## config.mk

```make
export PLATFORM = sky130hd
export DESIGN_NAME = hpt_group_search
export DESIGN_NICKNAME = d
export VERILOG_FILES = /design/src/rtl/hpt_pkg.sv /design/src/rtl/hpt_hash_gen.sv /design/src/rtl/hpt_entry_match.sv /design/src/rtl/hpt_group_search.sv
export SDC_FILE = /design/constraint.sdc
export NUM_CORES = 1
export LEC_CHECK = 0
export CORE_AREA = 2 2 200 202
export DETAILED_ROUTE_END_ITERATION = 8
export DIE_AREA = 0 0 202 204
export PLACE_DENSITY = 0.81
export RECOVER_POWER = 25
export SKIP_LAST_GASP = 1
export SYNTH_ARGS = -nofsm -noshare
export SYNTH_HDL_FRONTEND = slang
export SYNTH_SLANG_ARGS = --single-unit
export TNS_END_PERCENT = 100
```

## constraint.sdc

```tcl
create_clock -name clk -period 4.84 [get_ports clk]
set_input_delay 0.484 -clock clk [delete_from_list [all_inputs] [get_ports clk]]
set_output_delay 0.484 -clock clk [all_outputs]
set_load 0.05 [all_outputs]
```

## src/rtl/hpt_pkg.sv

```systemverilog
package hpt_pkg;

  typedef enum logic [1:0] {S_IDLE, S_READ, S_CHECK} srch_state_e;

  localparam logic [63:0] W0_VALID = 64'h1;
  localparam logic [63:0] W0_SEC   = 64'h2;
  localparam logic [63:0] W0_AVPN  = 64'h0F80;
  localparam int          W0_SEGB  = 62;
  localparam int          LARGE_B  = 2;

  function automatic logic [5:0] base_shift(input logic [5:0] seg_sh, input logic f4k);
    return f4k ? 6'd12 : seg_sh;
  endfunction

  // in-segment offset of the effective address
  function automatic logic [63:0] seg_offset(input logic [63:0] ea, input logic s1t);
    return s1t ? (ea & ((64'h1 << 40) - 64'h1)) : (ea & ((64'h1 << 28) - 64'h1));
  endfunction

  function automatic logic [63:0] prim_hash(input logic [63:0] vsid, input logic s1t,
                                             input logic [63:0] ea, input logic [5:0] sh);
    logic [63:0] pidx;
    pidx = seg_offset(ea, s1t) >> sh;
    return s1t ? (vsid ^ (vsid << 25) ^ pidx) : (vsid ^ pidx);
  endfunction

  function automatic logic [63:0] make_tag(input logic [63:0] vsid, input logic s1t,
                                            input logic [63:0] ea, input logic [5:0] sh);
    logic [63:0] epn;
    epn = seg_offset(ea, s1t) & ~((64'h1 << sh) - 64'h1);
    return W0_VALID | ((epn >> 16) & W0_AVPN) | (vsid << 12) | ({63'd0, s1t} << W0_SEGB);
  endfunction

  // actual page shift, 0 when the encoding is not legal for the base size
  function automatic logic [5:0] size_decode(input logic [63:0] w0, input logic [63:0] w1,
                                              input logic [5:0] bsh);
    logic [5:0] r;
    r = 6'd0;
    if (!w0[LARGE_B]) begin
      if (bsh == 6'd12) r = 6'd12;
    end else begin
      case (bsh)
        6'd12, 6'd16: if (w1[15:12] == 4'h1) r = 6'd16;
        6'd24:        if (w1[23:12] == 12'h0) r = 6'd24;
        default:      r = 6'd0;
      endcase
    end
    return r;
  endfunction

endpackage

```

## src/rtl/hpt_hash_gen.sv

```systemverilog
module hpt_hash_gen
  import hpt_pkg::*;
#(
  parameter int VSID_W = 24,
  parameter int EA_W   = 64,
  parameter int HASH_W = 11
) (
  input  logic [VSID_W-1:0] vsid,
  input  logic              seg_1t,
  input  logic [5:0]        seg_shift,
  input  logic              force_4k,
  input  logic [EA_W-1:0]   ea,
  output logic [HASH_W-1:0] hash,
  output logic [63:0]       tag,
  output logic [5:0]        bshift
);
  logic [63:0] vsid64, ea64, hash64;

  always_comb begin
    vsid64 = 64'(vsid);
    ea64   = 64'(ea);
    bshift = base_shift(seg_shift, force_4k);
    hash64 = prim_hash(vsid64, seg_1t, ea64, bshift);
    hash   = hash64[HASH_W-1:0];
    tag    = make_tag(vsid64, seg_1t, ea64, bshift);
  end
endmodule

```

## src/rtl/hpt_entry_match.sv

```systemverilog
module hpt_entry_match
  import hpt_pkg::*;
#(
  parameter int VSID_W = 24
) (
  input  logic [63:0] w0,
  input  logic [63:0] w1,
  input  logic [63:0] tag,
  input  logic        secondary,
  input  logic [5:0]  bshift,
  output logic        tag_eq,
  output logic [5:0]  size_sh,
  output logic        match
);
  localparam logic [63:0] VSID_M   = ((64'h1 << VSID_W) - 64'h1) << 12;
  localparam logic [63:0] CMP_MASK = W0_VALID | W0_SEC | W0_AVPN | VSID_M | (64'h1 << W0_SEGB);

  logic [63:0] want;

  always_comb begin
    want    = tag | (secondary ? W0_SEC : 64'h0);
    tag_eq  = ((w0 & CMP_MASK) == want);
    size_sh = size_decode(w0, w1, bshift);
    match   = tag_eq && (size_sh != 6'd0);
  end
endmodule

```

## src/rtl/hpt_group_search.sv

```systemverilog
module hpt_group_search
  import hpt_pkg::*;
#(
  parameter int VSID_W = 24,
  parameter int EA_W   = 64,
  parameter int HASH_W = 11,
  parameter int PA_W   = 48
) (
  input  logic              clk,
  input  logic              rst_n,
  input  logic              start,
  input  logic [VSID_W-1:0] seg_vsid,
  input  logic              seg_1t,
  input  logic [5:0]        seg_shift,
  input  logic              force_4k,
  input  logic [EA_W-1:0]   ea,
  input  logic [PA_W-1:0]   tbl_base,
  input  logic [HASH_W-1:0] tbl_mask,
  output logic              mem_rd_en,
  output logic [PA_W-1:0]   mem_addr,
  input  logic [127:0]      mem_rdata,
  output logic              busy,
  output logic              done,
  output logic              hit,
  output logic [PA_W-1:0]   pte_addr,
  output logic [63:0]       pte_w0,
  output logic [63:0]       pte_w1,
  output logic [5:0]        pte_shift
);
  localparam int SLOTS    = 8;
  localparam int SLOT_W   = $clog2(SLOTS);
  localparam int GRP_SH   = 7;
  localparam int ENT_SH   = 4;

  srch_state_e       state_q;
  logic [SLOT_W-1:0] slot_q;
  logic              sec_q;
  logic [HASH_W-1:0] hash_q, mask_q;
  logic [63:0]       tag_q;
  logic [5:0]        bsh_q;
  logic [PA_W-1:0]   base_q;

  logic [HASH_W-1:0] hash_w;
  logic [63:0]       tag_w;
  logic [5:0]        bsh_w;

  hpt_hash_gen #(.VSID_W(VSID_W), .EA_W(EA_W), .HASH_W(HASH_W)) u_hash (
    .vsid(seg_vsid), .seg_1t(seg_1t), .seg_shift(seg_shift), .force_4k(force_4k),
    .ea(ea), .hash(hash_w), .tag(tag_w), .bshift(bsh_w)
  );

  // named internal events
  logic [HASH_W-1:0] cur_grp;
  logic [PA_W-1:0]   cur_addr;
  logic              tag_eq, ent_match, in_check, entry_hit, last_entry, search_miss, accept;
  logic [5:0]        size_sh;

  assign cur_grp  = (sec_q ? ~hash_q : hash_q) & mask_q;
  assign cur_addr = base_q + (PA_W'(cur_grp) << GRP_SH) + (PA_W'(slot_q) << ENT_SH);

  hpt_entry_match #(.VSID_W(VSID_W)) u_match (
    .w0(mem_rdata[63:0]), .w1(mem_rdata[127:64]), .tag(tag_q), .secondary(sec_q),
    .bshift(bsh_q), .tag_eq(tag_eq), .size_sh(size_sh), .match(ent_match)
  );

  assign in_check    = (state_q == S_CHECK);
  assign entry_hit   = in_check && ent_match;
  assign last_entry  = sec_q && (slot_q == SLOT_W'(SLOTS - 1));
  assign search_miss = in_check && !ent_match && last_entry;
  assign accept      = (state_q == S_IDLE) && start;

  assign busy      = (state_q != S_IDLE);
  assign mem_rd_en = (state_q == S_READ);
  assign mem_addr  = cur_addr;

  always_ff @(posedge clk or negedge rst_n) begin
    if (!rst_n) begin
      state_q <= S_IDLE;
      slot_q  <= '0;
      sec_q   <= 1'b0;
      hash_q  <= '0;
      mask_q  <= '0;
      tag_q   <= '0;
      bsh_q   <= '0;
      base_q  <= '0;
    end else begin
      case (state_q)
        S_IDLE: if (start) begin
          hash_q  <= hash_w;
          tag_q   <= tag_w;
          bsh_q   <= bsh_w;
          mask_q  <= tbl_mask;
          base_q  <= tbl_base;
          slot_q  <= '0;
          sec_q   <= 1'b0;
          state_q <= S_READ;
        end
        S_READ: state_q <= S_CHECK;
        S_CHECK: begin
          if (ent_match || last_entry) begin
            state_q <= S_IDLE;
          end else begin
            state_q <= S_READ;
            if (slot_q == SLOT_W'(SLOTS - 1)) begin
              slot_q <= '0;
              sec_q  <= 1'b1;
            end else begin
              slot_q <= slot_q + 1'b1;
            end
          end
        end
        default: state_q <= S_IDLE;
      endcase
    end
  end

  always_ff @(posedge clk or negedge rst_n) begin
    if (!rst_n) begin
      done      <= 1'b0;
      hit       <= 1'b0;
      pte_addr  <= '0;
      pte_w0    <= '0;
      pte_w1    <= '0;
      pte_shift <= '0;
    end else begin
      done <= entry_hit || search_miss;
      if (entry_hit) begin
        hit       <= 1'b1;
        pte_addr  <= cur_addr;
        pte_w0    <= mem_rdata[63:0];
        pte_w1    <= mem_rdata[127:64];
        pte_shift <= size_sh;
      end else if (search_miss) begin
        hit       <= 1'b0;
        pte_addr  <= '0;
        pte_w0    <= '0;
        pte_w1    <= '0;
        pte_shift <= '0;
      end
    end
  end

  AST_DONE_PULSE: assert property (@(posedge clk) disable iff (!rst_n)
    done |=> !done);
  AST_DONE_IDLE: assert property (@(posedge clk) disable iff (!rst_n)
    done |-> !busy);
  AST_HIT_LEGAL: assert property (@(posedge clk) disable iff (!rst_n)
    (done && hit) |-> (pte_shift != 6'd0 && pte_w0[0]));
  AST_MISS_CLEAR: assert property (@(posedge clk) disable iff (!rst_n)
    (done && !hit) |-> (pte_shift == 6'd0 && pte_w0 == 64'd0 && pte_w1 == 64'd0));
  AST_ADDR_STEP: assert property (@(posedge clk) disable iff (!rst_n)
    mem_rd_en |-> (mem_addr[ENT_SH-1:0] == base_q[ENT_SH-1:0]));
  AST_ONE_READ: assert property (@(posedge clk) disable iff (!rst_n)
    mem_rd_en |=> !mem_rd_en);
  AST_START_IGNORED: assert property (@(posedge clk) disable iff (!rst_n)
    (busy && start) |=> ($stable(tag_q) && $stable(hash_q) && $stable(base_q)));
endmodule

```

==> flow_metrics.tcl <==
set metrics [dict create \
    ys_types 71 \
    async_flop_share_pct 100 \
    utilization_pct 55.3 \
    synth-simple-area-share_pct 17.2 \
    most-common-layout-cells "466 x clkdlybuf4s50_1, 332 x nand2_1, 293 x dfrtp_1" \
    wl_per_cell_um 22.2 \
    power_density_nw_per_um2 457 \
    rows 73 \
    ctsLongestPathBuffers 3 \
    fmaxAchievable_mhz 215 \
    yosysSeqAreaShare_pct 48.2 \
    finalMaxSlewViolations 113 \
    timing.rr.end "pte_addr[28]" \
    layout_commonest_cell "clkdlybuf4s50_1" \
    overflow 0 \
    path_clk_slew_ns 0.07 \
    startpoint "sec_q" \
    die_h_um 204 \
    maxSlewHeadroom_pct -91.6 \
    drc 0 \
    drt_wl_total_mm 55.8 \
    crit_fanout 14 \
    power.total_mw 9.92 \
    place_ws_ns 0.717 \
    tightest_slew_ns 2.87 \
    yosys.area_share.xor_xnor_pct 4.99 \
    worstReg2RegStart "sec_q" \
    grt.total_usage_pct 26.5 \
    initial_core_util_pct 39.0 \
    cp.required_ns 4.36 \
    cap_viol_max_count 1 \
    synth_area_um2 15300 \
    synth_fa_ha_area_share_pct 1.44 \
    ys_ff_latch 294 \
    syn_area_per_cell_um2 10.1 \
    synthFlopType "dfrtp_1" \
    path_class "register to output port" \
    rsz0062_at_grt "no" \
    grt_max_degree 135 \
    routabilityCongestion 1.00 \
    startpoint_type "register" \
    clkSinkCount 294 \
    status "finished with violations" \
    area_delta_synth_final_pct 42.0 \
    drt_iter0_markers 1085 \
    cts_made_buffers 31 \
    yosysWarnings 0 \
    synth_cells 1515 \
    ant_nets 0 \
    synth_mux_area_share_pct 6.74 \
    worstSkewPairLatency_ns 0.58 \
    period_needed_ns 4.65 \
    grt_pass1_vias 14300 \
    setup_slack_ns 0.187 \
    dieArea_um2 41200 \
    hp-start "seg_vsid[18]" \
    layout-drive-gt1-share_pct 7.56 \
    cts-htree-levels 1 \
    failed_checks "capacitance limit, slew limit" \
    rr_worst_depth 10 \
    hold_violations 0 \
    tns_ns 0 \
    ios 520 \
    cts_tree "yes" \
    min_path_type "input pin to register" \
    firstDrtPassIters 5 \
    hpwlAfterDp_mm 41.4 \
    port_buffers 492 \
    antenna_found_initial 4 \
    synth_top_family_by_area "compound AO/OA/AOI/OAI gates" \
    setup_viol 0 \
    cts_hold_buf 0 \
    period_share_pct 96.1 \
    nets 2263 \
    synth_compound_gate_area_share_pct 17.6 \
    vdd_drop_max_mv 0.460 \
    critPathCapture "mem_addr[28]" \
    cts_root_buf "clkbuf_16" \
    viasPerCell 5.61 \
    worstPathArrival_ns 4.17 \
    end_kind "output port" \
    synth_edf_count 0 \
    leakage_nw 9.65 \
    routed-via-count 14100 \
    grt_first_pass_wirelength_mm 84.8 \
    die_w_um 202 \
    skew_ns 0.0165 \
    ff2ff_setup_slack_ns 1.24 \
    core_um2 39200 \
]
## critical path: stages, from the launching register on
cell	delay (ns)
dfrtp_2	0.53
xor2_1	0.20
and2_1	0.17
ha_1	0.35
a211oi_1	0.30
o21ai_0	0.16
a221oi_1	0.51
and2_1	0.59
nor4_1	0.14
xor2_1	0.37
buf_4	0.28
## through the flow
stage               area [um^2]  instances  hold slack [ns]
detailed placement        20600       2452            0.454
global placement          20600       2452            0.450
finish                    21700       2514            0.432
global route              21700       2514            0.430
CTS                       21700       2510          0.00340
floorplan                 15300       1517            0.188
## layer usage
metal	global-route usage [%]	part of all wire, %
met5	0	0
met4	13.2	5.2
met3	4.19	6.5
met2	43.7	48
met1	34.1	40
## sequential cells by signal (all words and copies together) (netlist names)
signal     cells
bsh_q          6
hit            1
tag_q         31
pte_w0        64
slot_q         3
sec_q          1
hash_q        11
pte_w1        64
mask_q        11
pte_shift      3
base_q        48
pte_addr      48
state_q        2
done           1
## how the worst min path moves through the flow
| stage | slack, ns | cells past startpoint | to |
|---|---|---|---|
| 6_report | 0.43 | 3 | tag_q[30] |
| 2_1_floorplan | 0.19 | 0 | base_q[0] |
| 3_5_place_dp | 0.45 | 2 | mask_q[5] |
| 4_1_cts | 0.003 | 1 | pte_addr[12] |
| 3_3_place_gp | 0.45 | 2 | mask_q[2] |
| 5_1_grt | 0.43 | 3 | tag_q[32] |
## layout make-up
| cell class | count | area, um^2 |
|---|---|---|
| diodes | 4 | 10.0 |
| clock buffers | 45 | 898 |
| clock inverters | 13 | 133 |
| fillers | 3328 | 17500 |
| inverters | 10 | 37.5 |
| multi-input cells | 1097 | 7360 |
| flip-flops and latches | 294 | 7360 |
| well taps | 525 | 657 |
| repair buffers | 526 | 5220 |
## report_power, final
| part | switching, mW | leakage (nW) | internal [mW] |
|---|---|---|---|
| Sequential | 0.467 | 3.92 | 2.91 |
| Clock | 1.02 | 0.498 | 1.39 |
| Combinational | 2.66 | 5.23 | 1.47 |
## Yosys cell counts, types with 12 or more instances
cell type  number  area [um^2]
nand4_1        17          106
dfrtp_1       294         7360
buf_2          49          245
nor3_1         28          140
nor2_1         40          150
o21ai_0        38          190
ha_1           16          200
a211oi_1       13         97.6
and2_1         17          106
a22o_1        162         1420
o22ai_1        13         81.3
buf_4          14          105
o211ai_1       23          173
nand2_1       333         1250
xnor2_1        28          245
mux4_2         20          450
nor2b_1        12         75.1
clkbuf_1       47          176
a21oi_1        26          130
nand3_1        40          200
mux2i_1        50          500
xor2_1         59          517
## cell families after synthesis
| group | after synthesis |
|---|---|
| AO/OA/AOI/OAI | 348 |
| buffers and inverters | 126 |
| adder cells (fa/ha/maj) | 17 |
| flip-flops | 294 |
| multiplexers | 77 |
| other | 1 |
| XOR/XNOR | 87 |
| AND/OR/NAND/NOR | 565 |
## timing repair
action | 4_1_cts | 5_1_grt
endpoints found under the setup margin | 0 | 20
resized for setup | 0 | 1
setup buffers | 0 | 0
hold endpoints to repair | 0 | 0
No activity file was read; power rests on OpenSTA's default activity.
